==> config.mk <==
export PLATFORM = sky130hd
export DESIGN_NAME = pwr_state_ctrl
export DESIGN_NICKNAME = d
export VERILOG_FILES = /design/src/rtl/pwr_state_pkg.sv /design/src/rtl/psc_entry_seq.sv /design/src/rtl/psc_irq_latch.sv /design/src/rtl/psc_state_fsm.sv /design/src/rtl/pwr_state_ctrl.sv
export SDC_FILE = /design/constraint.sdc
export NUM_CORES = 1
export LEC_CHECK = 0
export BUFFER_PORTS_ARGS = -buffer_cell sky130_fd_sc_hd__buf_2
export CORE_MARGIN = 2
export CORE_UTILIZATION = 40
export CTS_BUF_LIST = sky130_fd_sc_hd__clkbuf_4 sky130_fd_sc_hd__clkbuf_8
export DETAILED_ROUTE_END_ITERATION = 7
export PLACE_DENSITY = 0.69
export SLEW_MARGIN = 20
export SYNTH_ARGS = -nofsm -noshare
export SYNTH_HDL_FRONTEND = slang
export SYNTH_SLANG_ARGS = --single-unit
==> constraint.sdc <==
create_clock -name clk -period 1.7 [get_ports clk]
set_clock_uncertainty 0.15 [all_clocks]
set_input_delay 0.255 -clock clk [delete_from_list [all_inputs] [get_ports clk]]
set_output_delay 0.255 -clock clk [all_outputs]
set_load 0.02 [all_outputs]
==> src/rtl/pwr_state_pkg.sv <==
package pwr_state_pkg;

    typedef enum logic [3:0] {
        PS_NORMAL    = 4'd0,
        PS_HALT      = 4'd1,
        PS_XHALT     = 4'd2,
        PS_SG        = 4'd3,
        PS_XSG       = 4'd4,
        PS_HALT_SNP  = 4'd5,
        PS_XHALT_SNP = 4'd6,
        PS_SG_SNP    = 4'd7,
        PS_XSG_SNP   = 4'd8
    } pstate_e;

    typedef enum logic [1:0] {
        SEQ_IDLE  = 2'd0,
        SEQ_REQ   = 2'd1,
        SEQ_COUNT = 2'd2
    } seq_phase_e;

    typedef enum logic [1:0] {
        RET_NONE  = 2'd0,
        RET_HALT  = 2'd1,
        RET_XHALT = 2'd2
    } ret_e;

    localparam int NIRQ = 4;

    // bit0 SMI, bit1 INIT, bit2 local line 0, bit3 local line 1
    typedef struct packed {
        logic lint1;
        logic lint0;
        logic init;
        logic smi;
    } irq_vec_t;

    function automatic logic state_legal(input pstate_e s);
        case (s)
            PS_NORMAL, PS_HALT, PS_XHALT, PS_SG, PS_XSG,
            PS_HALT_SNP, PS_XHALT_SNP, PS_SG_SNP, PS_XSG_SNP: state_legal = 1'b1;
            default: state_legal = 1'b0;
        endcase
    endfunction

    function automatic logic is_snoop(input pstate_e s);
        case (s)
            PS_HALT_SNP, PS_XHALT_SNP, PS_SG_SNP, PS_XSG_SNP: is_snoop = 1'b1;
            default: is_snoop = 1'b0;
        endcase
    endfunction

    function automatic logic is_sg_family(input pstate_e s);
        case (s)
            PS_SG, PS_XSG, PS_SG_SNP, PS_XSG_SNP: is_sg_family = 1'b1;
            default: is_sg_family = 1'b0;
        endcase
    endfunction

    function automatic logic clock_gated(input pstate_e s);
        case (s)
            PS_HALT, PS_XHALT, PS_SG, PS_XSG: clock_gated = 1'b1;
            default: clock_gated = 1'b0;
        endcase
    endfunction

    function automatic logic low_point(input pstate_e s);
        case (s)
            PS_XHALT, PS_XSG, PS_XHALT_SNP, PS_XSG_SNP: low_point = 1'b1;
            default: low_point = 1'b0;
        endcase
    endfunction

    function automatic pstate_e snoop_of(input pstate_e s);
        case (s)
            PS_HALT:  snoop_of = PS_HALT_SNP;
            PS_XHALT: snoop_of = PS_XHALT_SNP;
            PS_SG:    snoop_of = PS_SG_SNP;
            PS_XSG:   snoop_of = PS_XSG_SNP;
            default:  snoop_of = s;
        endcase
    endfunction

    function automatic pstate_e snoop_base(input pstate_e s);
        case (s)
            PS_HALT_SNP:  snoop_base = PS_HALT;
            PS_XHALT_SNP: snoop_base = PS_XHALT;
            PS_SG_SNP:    snoop_base = PS_SG;
            PS_XSG_SNP:   snoop_base = PS_XSG;
            default:      snoop_base = s;
        endcase
    endfunction

    function automatic pstate_e sg_base(input pstate_e s);
        case (s)
            PS_XSG, PS_XSG_SNP: sg_base = PS_XSG;
            default:            sg_base = PS_SG;
        endcase
    endfunction

endpackage

==> src/rtl/psc_entry_seq.sv <==
module psc_entry_seq
    import pwr_state_pkg::*;
#(
    parameter int SG_DELAY = 20
) (
    input  logic clk,
    input  logic rst,
    input  logic armed,
    input  logic stpclk,
    input  logic resp,
    input  logic xsg_en,
    output logic ack_req,
    output logic done,
    output logic done_ext
);

    localparam int CNT_W = (SG_DELAY > 1) ? $clog2(SG_DELAY) : 1;
    localparam logic [CNT_W-1:0] CNT_LAST = CNT_W'(SG_DELAY - 1);

    seq_phase_e       ph_q, ph_d;
    logic [CNT_W-1:0] cnt_q, cnt_d;
    logic             ext_q, ext_d;

    always_comb begin
        ph_d  = ph_q;
        cnt_d = cnt_q;
        ext_d = ext_q;
        if (!armed || !stpclk) begin
            ph_d  = SEQ_IDLE;
            cnt_d = '0;
        end else begin
            case (ph_q)
                SEQ_IDLE: begin
                    ph_d  = SEQ_REQ;
                    ext_d = xsg_en;
                end
                SEQ_REQ: begin
                    if (resp) begin
                        ph_d  = SEQ_COUNT;
                        cnt_d = '0;
                    end
                end
                SEQ_COUNT: begin
                    if (cnt_q == CNT_LAST) begin
                        ph_d  = SEQ_IDLE;
                        cnt_d = '0;
                    end else begin
                        cnt_d = cnt_q + 1'b1;
                    end
                end
                default: ph_d = SEQ_IDLE;
            endcase
        end
    end

    always_ff @(posedge clk) begin
        if (rst) begin
            ph_q  <= SEQ_IDLE;
            cnt_q <= '0;
            ext_q <= 1'b0;
        end else begin
            ph_q  <= ph_d;
            cnt_q <= cnt_d;
            ext_q <= ext_d;
        end
    end

    assign ack_req  = (ph_q == SEQ_REQ);
    assign done     = armed && stpclk && (ph_q == SEQ_COUNT) && (cnt_q == CNT_LAST);
    assign done_ext = ext_q;

    // the acknowledge request only stands while the package is running
    p_ack_armed_r5: assert property (@(posedge clk) disable iff (rst)
        ack_req |-> armed);

    // a dropped stop-clock request abandons the handshake
    p_abort_r6: assert property (@(posedge clk) disable iff (rst)
        (ph_q != SEQ_IDLE && !stpclk) |=> (ph_q == SEQ_IDLE && !ack_req));

endmodule

==> src/rtl/psc_irq_latch.sv <==
module psc_irq_latch
    import pwr_state_pkg::*;
(
    input  logic            clk,
    input  logic            rst,
    input  logic            capture,
    input  logic            release_now,
    input  logic [NIRQ-1:0] irq_in,
    output logic [NIRQ-1:0] pend,
    output logic [NIRQ-1:0] rel
);

    logic [NIRQ-1:0] incoming;

    assign incoming = capture ? irq_in : '0;

    always_ff @(posedge clk) begin
        if (rst) begin
            pend <= '0;
            rel  <= '0;
        end else if (release_now) begin
            rel  <= pend | incoming;
            pend <= '0;
        end else begin
            rel  <= '0;
            pend <= pend | incoming;
        end
    end

    // outside stop grant and without a release, pending bits hold
    p_pend_hold_r8: assert property (@(posedge clk) disable iff (rst)
        (!capture && !release_now) |=> $stable(pend));

    // a release empties the pending set
    p_pend_clear_r8: assert property (@(posedge clk) disable iff (rst)
        release_now |=> (pend == '0));

endmodule

==> src/rtl/psc_state_fsm.sv <==
module psc_state_fsm
    import pwr_state_pkg::*;
#(
    parameter int NCORE = 2
) (
    input  logic             clk,
    input  logic             rst,
    input  logic [NCORE-1:0] core_halt,
    input  logic             stpclk,
    input  logic             snp_act,
    input  logic             snp_done,
    input  logic             wake,
    input  logic             seq_done,
    input  logic             seq_ext,
    input  logic             xhalt_en,
    input  logic             xsg_en,
    output pstate_e          state,
    output logic             to_normal
);

    pstate_e st_q, st_d;
    ret_e    ret_q, ret_d;
    logic    all_halted;

    assign all_halted = &core_halt;

    always_comb begin
        st_d  = st_q;
        ret_d = ret_q;
        if (rst) begin
            ret_d = RET_NONE;
            st_d  = is_sg_family(st_q) ? sg_base(st_q) : PS_NORMAL;
        end else begin
            case (st_q)
                PS_NORMAL: begin
                    if (seq_done) begin
                        st_d  = seq_ext ? PS_XSG : PS_SG;
                        ret_d = RET_NONE;
                    end else if (!stpclk && all_halted) begin
                        st_d = xhalt_en ? PS_XHALT : PS_HALT;
                    end
                end
                PS_HALT, PS_XHALT: begin
                    if (wake) begin
                        st_d = PS_NORMAL;
                    end else if (snp_act) begin
                        st_d = snoop_of(st_q);
                    end else if (stpclk) begin
                        st_d  = xsg_en ? PS_XSG : PS_SG;
                        ret_d = (st_q == PS_XHALT) ? RET_XHALT : RET_HALT;
                    end
                end
                PS_SG, PS_XSG: begin
                    if (snp_act) begin
                        st_d = snoop_of(st_q);
                    end else if (!stpclk) begin
                        ret_d = RET_NONE;
                        case (ret_q)
                            RET_HALT:  st_d = PS_HALT;
                            RET_XHALT: st_d = PS_XHALT;
                            default:   st_d = PS_NORMAL;
                        endcase
                    end
                end
                PS_HALT_SNP, PS_XHALT_SNP, PS_SG_SNP, PS_XSG_SNP: begin
                    if (snp_done) begin
                        st_d = snoop_base(st_q);
                    end
                end
                default: begin
                    st_d  = PS_NORMAL;
                    ret_d = RET_NONE;
                end
            endcase
        end
    end

    always_ff @(posedge clk) begin
        st_q  <= st_d;
        ret_q <= ret_d;
    end

    assign state     = st_q;
    assign to_normal = (st_d == PS_NORMAL) && (st_q != PS_NORMAL);

    // an unknown code falls back to the running state
    p_legal_recover_r1: assert property (@(posedge clk) disable iff (rst)
        !state_legal(st_q) |=> (st_q == PS_NORMAL));

    // no halt entry while any core is still running
    p_halt_needs_all_r2: assert property (@(posedge clk) disable iff (rst)
        (st_q == PS_NORMAL && !all_halted) |=> !(st_q inside {PS_HALT, PS_XHALT}));

    // from running, stop grant is reached only through a finished count
    p_sg_by_count_r5: assert property (@(posedge clk) disable iff (rst)
        (st_q == PS_NORMAL && !seq_done) |=> !(st_q inside {PS_SG, PS_XSG}));

    // a finished snoop returns to exactly the state it interrupted
    p_snoop_back_r10: assert property (@(posedge clk) disable iff (rst)
        (is_snoop(st_q) && snp_done) |=> (st_q == snoop_base($past(st_q))));

endmodule

==> src/rtl/pwr_state_ctrl.sv <==
module pwr_state_ctrl
    import pwr_state_pkg::*;
#(
    parameter int NCORE    = 2,
    parameter int SG_DELAY = 20
) (
    input  logic             clk,
    input  logic             rst,
    input  logic [NCORE-1:0] core_halt,
    input  logic             stpclk_req,
    input  logic             sgack_resp,
    input  logic             snp_act,
    input  logic             snp_done,
    input  logic             irq_smi,
    input  logic             irq_init,
    input  logic [1:0]       irq_lint,
    input  logic             irq_bus,
    input  logic             xhalt_en,
    input  logic             xsg_en,
    output logic [3:0]       pstate,
    output logic             sgack_req,
    output logic [3:0]       irq_pend,
    output logic [3:0]       irq_release,
    output logic             core_clk_en,
    output logic             lowpt_req
);

    pstate_e         state;
    logic            to_normal;
    logic            seq_done, seq_ext;
    logic            armed;
    logic            wake;
    irq_vec_t        irq_now;
    logic [NIRQ-1:0] pend, rel;

    assign irq_now.smi   = irq_smi;
    assign irq_now.init  = irq_init;
    assign irq_now.lint0 = irq_lint[0];
    assign irq_now.lint1 = irq_lint[1];

    assign armed = (state == PS_NORMAL);
    assign wake  = irq_smi | irq_init | (|irq_lint) | irq_bus | (|pend);

    psc_entry_seq #(.SG_DELAY(SG_DELAY)) u_seq (
        .clk      (clk),
        .rst      (rst),
        .armed    (armed),
        .stpclk   (stpclk_req),
        .resp     (sgack_resp),
        .xsg_en   (xsg_en),
        .ack_req  (sgack_req),
        .done     (seq_done),
        .done_ext (seq_ext)
    );

    psc_state_fsm #(.NCORE(NCORE)) u_fsm (
        .clk       (clk),
        .rst       (rst),
        .core_halt (core_halt),
        .stpclk    (stpclk_req),
        .snp_act   (snp_act),
        .snp_done  (snp_done),
        .wake      (wake),
        .seq_done  (seq_done),
        .seq_ext   (seq_ext),
        .xhalt_en  (xhalt_en),
        .xsg_en    (xsg_en),
        .state     (state),
        .to_normal (to_normal)
    );

    psc_irq_latch u_irq (
        .clk         (clk),
        .rst         (rst),
        .capture     (is_sg_family(state)),
        .release_now (to_normal),
        .irq_in      (irq_now),
        .pend        (pend),
        .rel         (rel)
    );

    assign pstate      = state;
    assign irq_pend    = pend;
    assign irq_release = rel;
    assign core_clk_en = !clock_gated(state);
    assign lowpt_req   = low_point(state);

    // the acknowledge cycle is only requested with the core clock running
    p_ack_clk_r11: assert property (@(posedge clk) disable iff (rst)
        sgack_req |-> core_clk_en);

endmodule

== Yosys cells after proc, flatten, opt, wreduce, memory -nomap -nowiden ==
Index checks and enable logic that the tools add are counted.

* Bits in registers: 22
* Bits of input ports: 15
* Output and inout bits: 15
* Word-level logic and storage cells: 105

* Add/subtract/negate cells: 1
* Equal/unequal tests: 21
* Mux-type cells: 37
* Bitwise logic cells: 8
* Reductions and logical operators: 31

{| class="wikitable"
|+ Operators with widths
! kind !! number
|-
| case mux 4 bit (4 select lines) || 3
|-
| two-way mux 4 bit || 10
|-
| two-way mux 2 bit || 10
|-
| OR reduction 4 bit || 5
|-
| == test 4 x 3 -> 1 bit (second input constant) || 4
|-
| != test 2 bit (second input constant) || 8
|-
| OR reduction 2 bit || 7
|-
| two-way mux 3 bit || 4
|-
| two-way mux 5 bit || 2
|-
| case mux 5 bit (2 select lines) || 1
|-
| == test 4 x 2 -> 1 bit (second input constant) || 2
|-
| zero test 4 bit || 2
|-
| case mux 2 bit (4 select lines) || 1
|-
| AND reduction 2 bit || 4
|-
| AND reduction 7 bit || 1
|-
| case mux 2 bit (3 select lines) || 1
|-
| adder 5 x 1 -> 5 bit (second input constant) || 1
|-
| == test 5 bit (second input constant) || 1
|-
| logical AND 1 bit || 5
|-
| == test 2 x 1 -> 1 bit (second input constant) || 2
|-
| == test 2 bit (second input constant) || 2
|-
| == test 4 x 1 -> 1 bit (second input constant) || 1
|-
| == test 4 bit (second input constant) || 1
|-
| two-way mux 1 bit || 4
|-
| other kinds (9) || 16
|}

== Longest topological paths before layout ==
Gate-level depths: netlist of run 1.

* Depth after elaboration: 11
* Depth in mapped cells: 8

== Modules after synthesis ==
Synthesis of run 1 repeated with hierarchy kept, for this count alone.

* Cells, all modules: 182
* Area, all modules: 1432.6 um2

{| class="wikitable"
|+ By module, submodules not included
! module !! times used !! cells each !! area an instance (um2) !! sequential area each (um2)
|-
| psc_state_fsm || 1 || 105 || 725.7 || 120.1
|-
| psc_entry_seq || 1 || 42 || 391.6 || 160.2
|-
| psc_irq_latch || 1 || 21 || 229.0 || 160.2
|-
| pwr_state_ctrl || 1 || 14 || 86.3 || 0.0
|}

== Worst setup path before layout of run 1 ==
OpenSTA, ideal clock, no wires.

* Path kind: register -> register
* Start: reg u_fsm.st_q[0] (netlist: u_fsm.state[0])
* End: reg u_irq.rel[0]
* Setup time: 132 ps
* Arrival time: 1671 ps
* Required time: 1418 ps
* Path slack: -254 ps
* Cell stages (with the launch flop): 8
* Path buffers: 1
* Period minus slack after synthesis: 1954 ps
* Cell sequence: dfxtp_1 buf_2 xor2_1 nand2_1 or2_1 o21a_1 o221ai_1 nor3_1

* Cells in the longest elaborated chain, start to end: 11
* Elaborated cells between the ends (all ways): 40
* Classes of those cells: eq/ne: 8; mux: 17; bitwise: 2; reduce/logical: 13

{| class="wikitable"
|+ Ends and longest elaborated chain
! element !! line !! RTL
|-
| from (decl) || psc_state_fsm.sv:21 || <nowiki>pstate_e st_q, st_d;</nowiki>
|-
| from (signal assigned) || psc_state_fsm.sv:79 || <nowiki>st_q <= st_d;</nowiki>
|-
| branches (longest 11 deep; another with == test 4 x 3 -> 1 bit) || n/a ||
|-
| to (signal assigned) || psc_irq_latch.sv:22 || <nowiki>rel <= pend | incoming;</nowiki>
|-
| to (decl) || psc_irq_latch.sv:10 || <nowiki>output logic [NIRQ-1:0] rel</nowiki>
|}

Parallel ways; which one is timed is not known. The select of a mux whose other input is x is not followed.
A chain may end at the register's enable or synchronous reset.

== Worst setup path in the final report of run 1 ==
* Start: reg u_fsm.st_q[1] (netlist: u_fsm.state[1])
* End: reg u_irq.pend[1]

* Cells in the longest elaborated chain, start to end: 10
* Elaborated cells between the ends (all ways): 39
* Classes of those cells: eq/ne: 8; mux: 17; bitwise: 1; reduce/logical: 13

{| class="wikitable"
|+ Ends and longest elaborated chain
! element !! line !! RTL
|-
| branches (longest 10 deep; another with == test 4 x 3 -> 1 bit) || n/a ||
|-
| to (signal assigned) || psc_irq_latch.sv:26 || <nowiki>pend <= pend | incoming;</nowiki>
|-
| to (decl) || psc_irq_latch.sv:9 || <nowiki>output logic [NIRQ-1:0] pend,</nowiki>
|}

Parallel ways; which one is timed is not known. The select of a mux whose other input is x is not followed.

==> qor.json, run 1 <==
{
  "port-buffer-count": 29,
  "fmaxAchievable_ghz": 0.533,
  "inserted_diodes": 0,
  "synth_async_sr_flop_share": 0,
  "met2_usage": 0.419,
  "unrepaired_setup_endpoints_after_global_routing": "true",
  "finalHoldViolations": 0,
  "layout_common_cells": "50 x buf_4, 27 x buf_2, 15 x nor2_1, 15 x dfxtp_1, 14 x a21oi_1",
  "post_route_cells_drive_above_1_share": 0.566,
  "grt_start_max_net_pins": 13,
  "yosysWarningCount": 0,
  "postLayoutCellArea_um2": 2320,
  "gr-max-usage-layer": "met2",
  "layout.cells.most_common": "buf_4",
  "clkTransAtPathRegs_ps": 120,
  "clock_tree_from_tritoncts": "done",
  "placed_cell_area_um2": 1880,
  "vias_per_cell": 5.57,
  "first_global_vias": 1654,
  "grt_use_met3": 0.0414,
  "rr_worst_depth": 6,
  "netlist-cell-type-count": 47,
  "timing_max_transition_violations_final": 0,
  "routed_wire_length_per_instance_um": 15.3,
  "ys_ff_latch": 22,
  "wirelength_um": 4660,
  "grt_first_pass_wirelength_um": 7290,
  "synth_area_um2": 1380,
  "setup.worst_path.end_class": "flip-flop",
  "grt.overflow.total": 0,
  "syn_avg_cell_area_um2": 7.72,
  "drc_errors": 0,
  "final_critical_path_time_including_i_o_delays_and_setup_ps": 1880,
  "use_met1": 0.273,
  "power_per_cell_area_nw_per_um2": 702,
  "number_of_levels_the_h_tree_was_split_into": 1,
  "clockRootBuffer": "clkbuf_4",
  "std_cell_rows": 21,
  "crit_fanout": 8,
  "dieWidth_um": 62.8,
  "tightestPinTransition_ps": 364,
  "combined_global_route_utilization_of_all_metal_layers": 0.229,
  "violated_checks": "negative setup slack",
  "clock_sinks": 22,
  "cts-buffers-inserted": 3,
  "ys.flop_type": "dfxtp_1",
  "drtIter0Drc": 47,
  "post-route-worst-setup-slack_ps": -176,
  "start_kind": "flip-flop",
  "run_status": "complete, but fails checks",
  "critPathRequiredTime_ps": 1800,
  "synthesis.instances": 179,
  "final.period_utilization": 1.10,
  "syn_nets": 195,
  "io_pins": 30,
  "slew_headroom": 0.753,
  "count_of_endpoints_failing_setup_in_the_final_report": 20,
  "die_area_um2": 3940,
  "final_core_utilization": 0.697,
  "worstSkewPairLatency_ps": 310,
  "setup-tns-final_ps": -2000,
  "hp-class": "input pin to flip-flop",
  "routed_vias": 1692,
  "cp_data_arrival_time_ps": 1980,
  "number_of_violations_of_the_max_capacitance_limit": 0,
  "synthToLayoutAreaGrowth_pct": 68.3,
  "criticalPathCategory": "flip-flop to flip-flop",
  "postRouteAntennaNets": 0,
  "static-leakage-power_nw": 0.975,
  "instance_count_along_the_most_critical_hold_path": 3,
  "first_pass_iters": 4,
  "edff_count_synth": 0,
  "place_congestion": 0.877,
  "dpl.hpwl_um": 2870,
  "cts_max_path_buffers": 2,
  "fp.coreArea_um2": 3340,
  "synth-seq-area-share": 0.319,
  "floorplan.die.height_um": 62.8,
  "final.hold.worst_slack_ps": 104,
  "initial_core_util": 0.414,
  "grt_antenna_before_repair": 0,
  "ir_worst_vdd_uv": 436,
  "finish.net_count": 275
}
-- repair_timing --
action                     CTS  global route
hold buffers                 1             0
pin swaps                   18            26
setup endpoints to repair   21            23
buffers inserted            10             4
hold endpoints to repair     1             0
gates resized for setup     35            32
-- cell type report --
cell class                 instances  area [um^2]
multi-input combinational        143         1140
fill                             261         1010
timing repair buffer              88          633
sequential                        22          457
tap                               46         57.6
clock buffer                       4         36.3
inverter                           1         3.75
-- logic make-up (layout without fill, tap and decap cells) --
group                      Yosys count  after routing  synth area share
buffers and inverters               14             93            0.0507
AOI/OAI and AO/OA                   53             53             0.256
DFF                                 22             22             0.319
xor gates and xnor gates             3              3            0.0190
muxes                                3              3            0.0217
and+or+nand+nor                     83             83             0.324
adders and majority gates            1              1           0.00906
-- cell usage after synthesis (2+ instances only) --
cell type | number | area [um^2]
dfxtp_1 | 22 | 440
a21oi_1 | 20 | 100
nor2_1 | 20 | 75.1
nand2_1 | 15 | 56.3
nor3_1 | 11 | 55.1
buf_2 | 8 | 40.0
a211oi_1 | 5 | 37.5
nand2b_1 | 5 | 31.3
nand3_1 | 5 | 25.0
nor2b_1 | 5 | 31.3
o21ai_0 | 5 | 25.0
clkbuf_1 | 4 | 15.0
nand3b_1 | 4 | 30.0
o21a_1 | 4 | 30.0
or2_2 | 4 | 25.0
mux2i_1 | 3 | 30.0
a21o_1 | 2 | 15.0
a22oi_1 | 2 | 15.0
a31o_2 | 2 | 17.5
nor4_1 | 2 | 12.5
nor4b_1 | 2 | 17.5
o221a_2 | 2 | 22.5
o311ai_0 | 2 | 17.5
xor2_1 | 2 | 17.5
-- per-stage QoR --
stage	total power, mW	cells	setup WS (ps)
2_1_floorplan	0.902	179	-141
3_3_place_gp	1.10	285	-191
3_5_place_dp	1.11	285	-218
4_1_cts	1.51	300	-160
5_1_grt	1.72	304	-242
6_report	1.63	304	-176
-- worst paths after layout --
kind	startpoint	to	slack, ps
hold / removal	xsg_en	u_seq.done_ext	100
setup reg to reg	u_fsm.state[1]	u_irq.pend[1]	-180
setup / recovery	u_fsm.state[1]	u_irq.pend[1]	-180
hold reg to reg	u_seq.ph_q[1]	u_seq.ph_q[0]	400
-- report_power, final --
group          switching (mW)  internal [mW]
Clock                   0.155          0.131
Sequential             0.0399          0.543
Combinational           0.376          0.388
Total                   0.571           1.06
-- sequential cells by signal (all words and copies together), names as in the netlist --
name	cells
u_fsm.ret_q	2
u_seq.ph_q	2
u_fsm.state	4
u_seq.done_ext	1
u_seq.cnt_q	5
u_irq.pend	4
u_irq.rel	4
-- routing by layer --
metal | share of wire | wire, um
met1 | 0.40 | 1880
met4 | 0.027 | 125
met3 | 0.045 | 209
met2 | 0.52 | 2440
met5 | 0 | 0
-- critical path: stages (launching register included) --
cell and delay [ps]:
dfxtp_4 410, or3_4 400, buf_6 140, a21o_4 210, buf_6 110, o221a_4 260
a21oi_2 130
(Power assumes the default switching activity.)
==> run 2: changes to the inputs <==
- ABC_AREA: not set -> 1
- PLACE_DENSITY: 0.69 -> not set
==> qor.json, run 2 <==
{
  "violated_checks": "negative setup slack",
  "setup.worst_path.end_class": "flip-flop",
  "critical-path-max-stage-delay_ps": 400,
  "combined_area_of_the_multi_input_logic_cells_um2": 822,
  "ys_ff_latch": 22,
  "synth_area_um2": 1320,
  "yosys.cell_count.top_type": "nand2_1",
  "part_of_the_power_in_the_clock_network": 0.338,
  "initial_core_util": 0.427,
  "ir_worst_vdd_uv": 707,
  "grt.overflow.total": 0,
  "post_route_cells_drive_above_1_share": 0.421,
  "critPathRequiredTime_ps": 1800,
  "post-route-worst-setup-slack_ps": -91.3,
  "regMostFlops": "u_seq.cnt_q",
  "post-synth-top-area-cell": "dfxtp_1",
  "wirelength_um": 3400,
  "floorplan.die.height_um": 61.5,
  "run_status": "complete, but fails checks",
  "dieWidth_um": 61.5,
  "grt_start_max_net_pins": 14,
  "ys.flop_type": "dfxtp_1",
  "nFillCells": 311,
  "yosysWarningCount": 0,
  "crit_fanout": 6,
  "cpMaxStageDelayCell": "dfxtp_4",
  "fp.coreArea_um2": 3100,
  "fmaxAchievable_ghz": 0.558,
  "timing_max_transition_violations_final": 0,
  "worstSkewPairLatency_ps": 310,
  "number_of_levels_the_h_tree_was_split_into": 1,
  "slew_headroom": 0.779,
  "synth-seq-area-share": 0.333,
  "critical_path_buf_inv_count": 0,
  "setup-tns-final_ps": -725,
  "placed_cell_area_um2": 1770,
  "syn_nets": 219,
  "final_critical_path_time_including_i_o_delays_and_setup_ps": 1790,
  "power.net_switching_mw": 0.299,
  "tightestPinTransition_ps": 330,
  "hp-class": "input pin to flip-flop",
  "first_global_vias": 1342,
  "finalHoldViolations": 0,
  "swShare": 0.256,
  "combined_global_route_utilization_of_all_metal_layers": 0.192,
  "vias_per_cell": 4.58,
  "count_of_endpoints_failing_setup_in_the_final_report": 12,
  "cts-buffers-inserted": 3,
  "postLayoutCellArea_um2": 1990,
  "yosys.area.top_type_share": 0.333,
  "power.total_mw": 1.17,
  "edff_count_synth": 0,
  "power_per_cell_area_nw_per_um2": 586,
  "layout.cells.most_common": "nand2_1",
  "postRouteAntennaNets": 0,
  "synthesis.instances": 203,
  "port-buffer-count": 29,
  "syn_avg_cell_area_um2": 6.52,
  "pre_cts_ws_ps": -82.0,
  "netlist-cell-type-count": 24,
  "criticalPathCategory": "flip-flop to flip-flop",
  "routed_vias": 1476,
  "final.period_utilization": 1.05,
  "final.hold.worst_slack_ps": 42.5,
  "cts_max_path_buffers": 2,
  "dpl.hpwl_um": 2660,
  "io_pins": 30,
  "synthToLayoutAreaGrowth_pct": 50.7,
  "flip_flop_count_of_the_largest_register_after_layout": 5,
  "cp_data_arrival_time_ps": 1890,
  "start_kind": "flip-flop",
  "drtIter0Drc": 63,
  "layout_common_cells": "48 x nand2_1, 37 x buf_4, 28 x buf_2",
  "inserted_diodes": 0,
  "number_of_violations_of_the_max_capacitance_limit": 0,
  "grt_antenna_before_repair": 0,
  "area.sequential_um2": 457,
  "std_cell_rows": 20,
  "critical_path.cell_chain": "nor2_4, nand2_2, nor2_4, nand2_2, nand2_1, nand3_2, nand2_1, nand2_1, nand2_2, nor2_4, nand2_2, nand2_2, nor2_1",
  "routed_wire_length_per_instance_um": 10.6,
  "clock_tree_from_tritoncts": "done",
  "gate_family_responsible_for_the_most_delay_along_the_worst_path": "simple AND/OR/NAND/NOR gates",
  "drc_errors": 0,
  "internal-power_mw": 0.870,
  "place_congestion": 0.905,
  "unrepaired_setup_endpoints_after_global_routing": "true",
  "first_pass_iters": 4,
  "static-leakage-power_nw": 1.04,
  "clockRootBuffer": "clkbuf_4",
  "finish.net_count": 295,
  "synth_async_sr_flop_share": 0,
  "p_seq_frac": 0.456,
  "synth_top_cells_by_area": "dfxtp_1 33%, nand2_1 15%, nor2_1 8.5%",
  "grt_first_pass_wirelength_um": 5510,
  "power_frac_comb": 0.206,
  "clock_sinks": 22,
  "cell_types_with_the_highest_counts_after_synthesis": "52 x nand2_1, 30 x nor2_1, 27 x inv_1",
  "die_area_um2": 3790,
  "clkTransAtPathRegs_ps": 120,
  "critical_path.most_common_cell": "nand2_2"
}
==> run 2: changes by cell type in the layout (fill, tap and decap cells not counted), moves of 5 or more <==
cell | previous run | this run
nor3_1 | 8 | 0
buf_4 | 50 | 37
nand2_2 | 2 | 11
nand3_2 | 1 | 6
a21oi_2 | 6 | 0
nand2_1 | 12 | 48
nand2b_1 | 5 | 0
nor2_1 | 15 | 27
nor2_4 | 2 | 7
inv_1 | 1 | 26
==> run 2: final timing paths <==
check | startpoint | endpoint | slack [ps] | depth (start not counted)
max | u_fsm.state[0] | u_irq.pend[2] | -90 | 13
min | rst | u_fsm.ret_q[0] | 40 | 2
max reg2reg | u_fsm.state[0] | u_irq.pend[2] | -90 | 13
min reg2reg | u_seq.ph_q[0] | u_seq.ph_q[0] | 330 | 1
==> run 2: timing repair <==
| item | in CTS | in global routing |
|---|---|---|
| setup buffers | 6 | 2 |
| hold buffers | 1 | 0 |
| endpoints found under the setup margin | 13 | 15 |
| resized for setup | 22 | 7 |
| hold endpoints to repair | 1 | 0 |
| pin swaps | 12 | 3 |
==> run 2: area by class of cell <==
| type | count | area share |
|---|---|---|
| inverter | 30 | 0.0565 |
| tap | 44 | 0.0276 |
| clock buffer | 3 | 0.0113 |
| clock inverter | 1 | 0.0151 |
| multi-input combinational | 150 | 0.412 |
| timing repair buffer | 72 | 0.248 |
| sequential | 22 | 0.229 |
==> run 2: through the flow <==
stage / cells / utilization
3_5_place_dp: 309 / 0.572
6_report: 322 / 0.643
5_1_grt: 322 / 0.643
3_3_place_gp: 309 / 0.572
4_1_cts: 320 / 0.631
2_1_floorplan: 203 / -
==> run 2: logic make-up (layout without fill, tap and decap cells) <==
| family | after synthesis | count (layout) | synth area share |
|---|---|---|---|
| buffers and inverters | 31 | 106 | 0.0936 |
| AO/OA/AOI/OAI | 31 | 31 | 0.142 |
| adder cells (fa/ha/maj) | 1 | 1 | 0.00945 |
| AND/OR/NAND/NOR | 116 | 116 | 0.409 |
| XOR/XNOR | 2 | 2 | 0.0132 |
| flip-flops | 22 | 22 | 0.333 |
==> run 2: worst reg2reg max path: stages (launching register included) <==
cell	delay (ps)
dfxtp_4	400
nor2_4	210
nand2_2	110
nor2_4	130
nand2_2	80
nand2_1	110
nand3_2	80
nand2_1	60
nand2_1	60
nand2_2	90
nor2_4	50
nand2_2	50
nand2_2	60
nor2_1	100
==> run 2: power by group through the flow <==
stage               logic (mW)  registers, mW  clock network (mW)
floorplan                0.120          0.550                   0
global placement         0.209          0.549                   0
detailed placement       0.209          0.549                   0
CTS                      0.230          0.533               0.404
global route             0.267          0.535               0.421
finish                   0.241          0.533               0.395
==> run 2: per-layer routing <==
metal / wire length, um / vias up / track usage
met5: 0 / - / 0
met4: 38 / 0 / 0.0517
met3: 126 / 6 / 0.0294
met2: 1690 / 22 / 0.325
met1: 1550 / 654 / 0.255
li1: - / 794 / -
==> run 3: changes to the inputs <==
- CORE_UTILIZATION: 40 -> 50
- PLACE_DENSITY: not set -> 0.78
- RECOVER_POWER: not set -> 100
==> qor.json, run 3 (synthesized netlist as in run 2, its figures left out) <==
{
  "run_status": "complete, but fails checks",
  "violated_checks": "negative setup slack",
  "clock_sinks": 22,
  "port-buffer-count": 29,
  "cts_max_path_buffers": 2,
  "regMostFlops": "u_seq.cnt_q",
  "vias_per_cell": 5.14,
  "fp.coreArea_um2": 2500,
  "grt_first_pass_wirelength_um": 6070,
  "crit_fanout": 5,
  "finalHoldViolations": 0,
  "number_of_instances_in_the_placed_design": 284,
  "cp_data_arrival_time_ps": 1390,
  "clkTransAtPathRegs_ps": 120,
  "cpMaxStageDelayCell": "dfxtp_4",
  "setup.worst_path.end_class": "output pin",
  "initial_core_util": 0.530,
  "unrepaired_setup_endpoints_after_global_routing": "true",
  "first_global_vias": 1433,
  "grt_antenna_before_repair": 0,
  "clock_tree_from_tritoncts": "done",
  "combined_global_route_utilization_of_all_metal_layers": 0.243,
  "critPathRequiredTime_ps": 1290,
  "placed_cell_area_um2": 1670,
  "layout.cells.most_common": "nand2_1",
  "grt.overflow.total": 0,
  "ir_worst_vdd_uv": 528,
  "wl_met2_um": 1790,
  "grt_start_max_net_pins": 13,
  "cp_num_cells": 6,
  "post-route-worst-setup-slack_ps": -94.2,
  "slew_headroom": 0.776,
  "dpl.hpwl_um": 2650,
  "static-leakage-power_nw": 0.936,
  "std_cell_rows": 18,
  "io_pins": 30,
  "synthToLayoutAreaGrowth_pct": 42.0,
  "final_critical_path_time_including_i_o_delays_and_setup_ps": 1790,
  "timing_max_transition_violations_final": 0,
  "routed_vias": 1517,
  "worstSkewPairLatency_ps": 320,
  "number_of_levels_the_h_tree_was_split_into": 1,
  "rr_worst_depth": 11,
  "drtIter0Drc": 71,
  "nFillCells": 203,
  "instance_count_along_the_most_critical_hold_path": 2,
  "critical_path.most_common_cell": "buf_6",
  "finish.net_count": 282,
  "layout_common_cells": "46 x nand2_1, 27 x inv_1, 27 x buf_4",
  "critical_path.cell_chain": "nor2_4, nand2_2, nand2_4, buf_6, nor2_2, buf_6",
  "met1Wirelength_um": 1530,
  "drc_errors": 0,
  "maxUsedRoutingLayer": "met4",
  "die_area_um2": 3080,
  "wirelength_um": 3620,
  "routed_wire_length_per_instance_um": 12.3,
  "dieWidth_um": 55.5,
  "tightestPinTransition_ps": 334,
  "inserted_diodes": 0,
  "power_per_cell_area_nw_per_um2": 571,
  "fin_cells": 295,
  "critical_path_buf_inv_count": 2,
  "postRouteAntennaNets": 0,
  "cts-buffers-inserted": 3,
  "floorplan.die.height_um": 55.5,
  "flip_flop_count_of_the_largest_register_after_layout": 5,
  "place_congestion": 0.869,
  "count_of_endpoints_failing_setup_in_the_final_report": 12,
  "final.hold.worst_slack_ps": 40.1,
  "postLayoutCellArea_um2": 1880,
  "first_pass_iters": 4,
  "hp-class": "input pin to flip-flop",
  "final.period_utilization": 1.06,
  "criticalPathCategory": "flip-flop to output pin",
  "start_kind": "flip-flop",
  "clockRootBuffer": "clkbuf_4",
  "number_of_violations_of_the_max_capacitance_limit": 0,
  "post_route_cells_drive_above_1_share": 0.396,
  "pre_cts_ws_ps": -146,
  "gate_family_responsible_for_the_most_delay_along_the_worst_path": "simple AND/OR/NAND/NOR gates",
  "critical-path-max-stage-delay_ps": 390,
  "fmaxAchievable_ghz": 0.557,
  "met3_routed_length_um": 221
}
[run 3: cell types whose count changed in the layout (fill, tap and decap cells not counted), moves of 3 or more]
cell      previous run  this run
buf_4               37        27
nor2_1              27        24
buf_2               28        19
nand2_2             11        14
clkbuf_1             0         8
[run 3: power by group]
| part | switching [mW] | internal, mW | leakage, nW | total, mW |
|---|---|---|---|---|
| sequential | 0.0114 | 0.523 | 0.182 | 0.534 |
| combinational | 0.137 | 0.108 | 0.733 | 0.245 |
| clock | 0.163 | 0.131 | 0.0210 | 0.294 |
| total | 0.311 | 0.762 | 0.936 | 1.07 |
[run 3: layout make-up]
cell class	instances	area (um^2)	share of cell area
Clock buffer	4	36.3	0.0193
Sequential cell	22	458	0.244
Timing Repair Buffer	59	383	0.204
Tap cell	30	37.5	0.0200
Inverter	30	113	0.0599
Multi-Input combinational cell	150	852	0.453
[run 3: path summary, 6_finish.rpt]
check                  from             end  slack (ps)
min                     rst  u_fsm.ret_q[0]          40
max reg2reg  u_fsm.state[0]    u_irq.rel[1]         -80
min reg2reg   u_seq.ph_q[0]   u_seq.ph_q[0]         320
max          u_fsm.state[0]     core_clk_en         -90
[run 3: metal layers]
layer  track usage  up-vias
met5             0        -
met4        0.0697        0
met3        0.0562        9
met2         0.418       47
met1         0.301      694
li1              -      767
[run 3: what timing repair did]
item / 4_1_cts / 5_1_grt
hold buffers: 1 / 0
setup endpoints to repair: 12 / 18
cloned: 0 / 0
gates resized for setup: 24 / 13
buffers inserted: 4 / 2
pin swaps: 10 / 6
endpoints found under the hold margin: 1 / 0
[run 3: per-stage QoR]
step                TNS, ps   util  total power, mW
floorplan              -437      -            0.670
global placement       -679  0.670            0.747
detailed placement    -1060  0.670            0.749
CTS                    -610  0.734             1.05
global route          -2750  0.752             1.12
finish                 -783  0.752             1.07
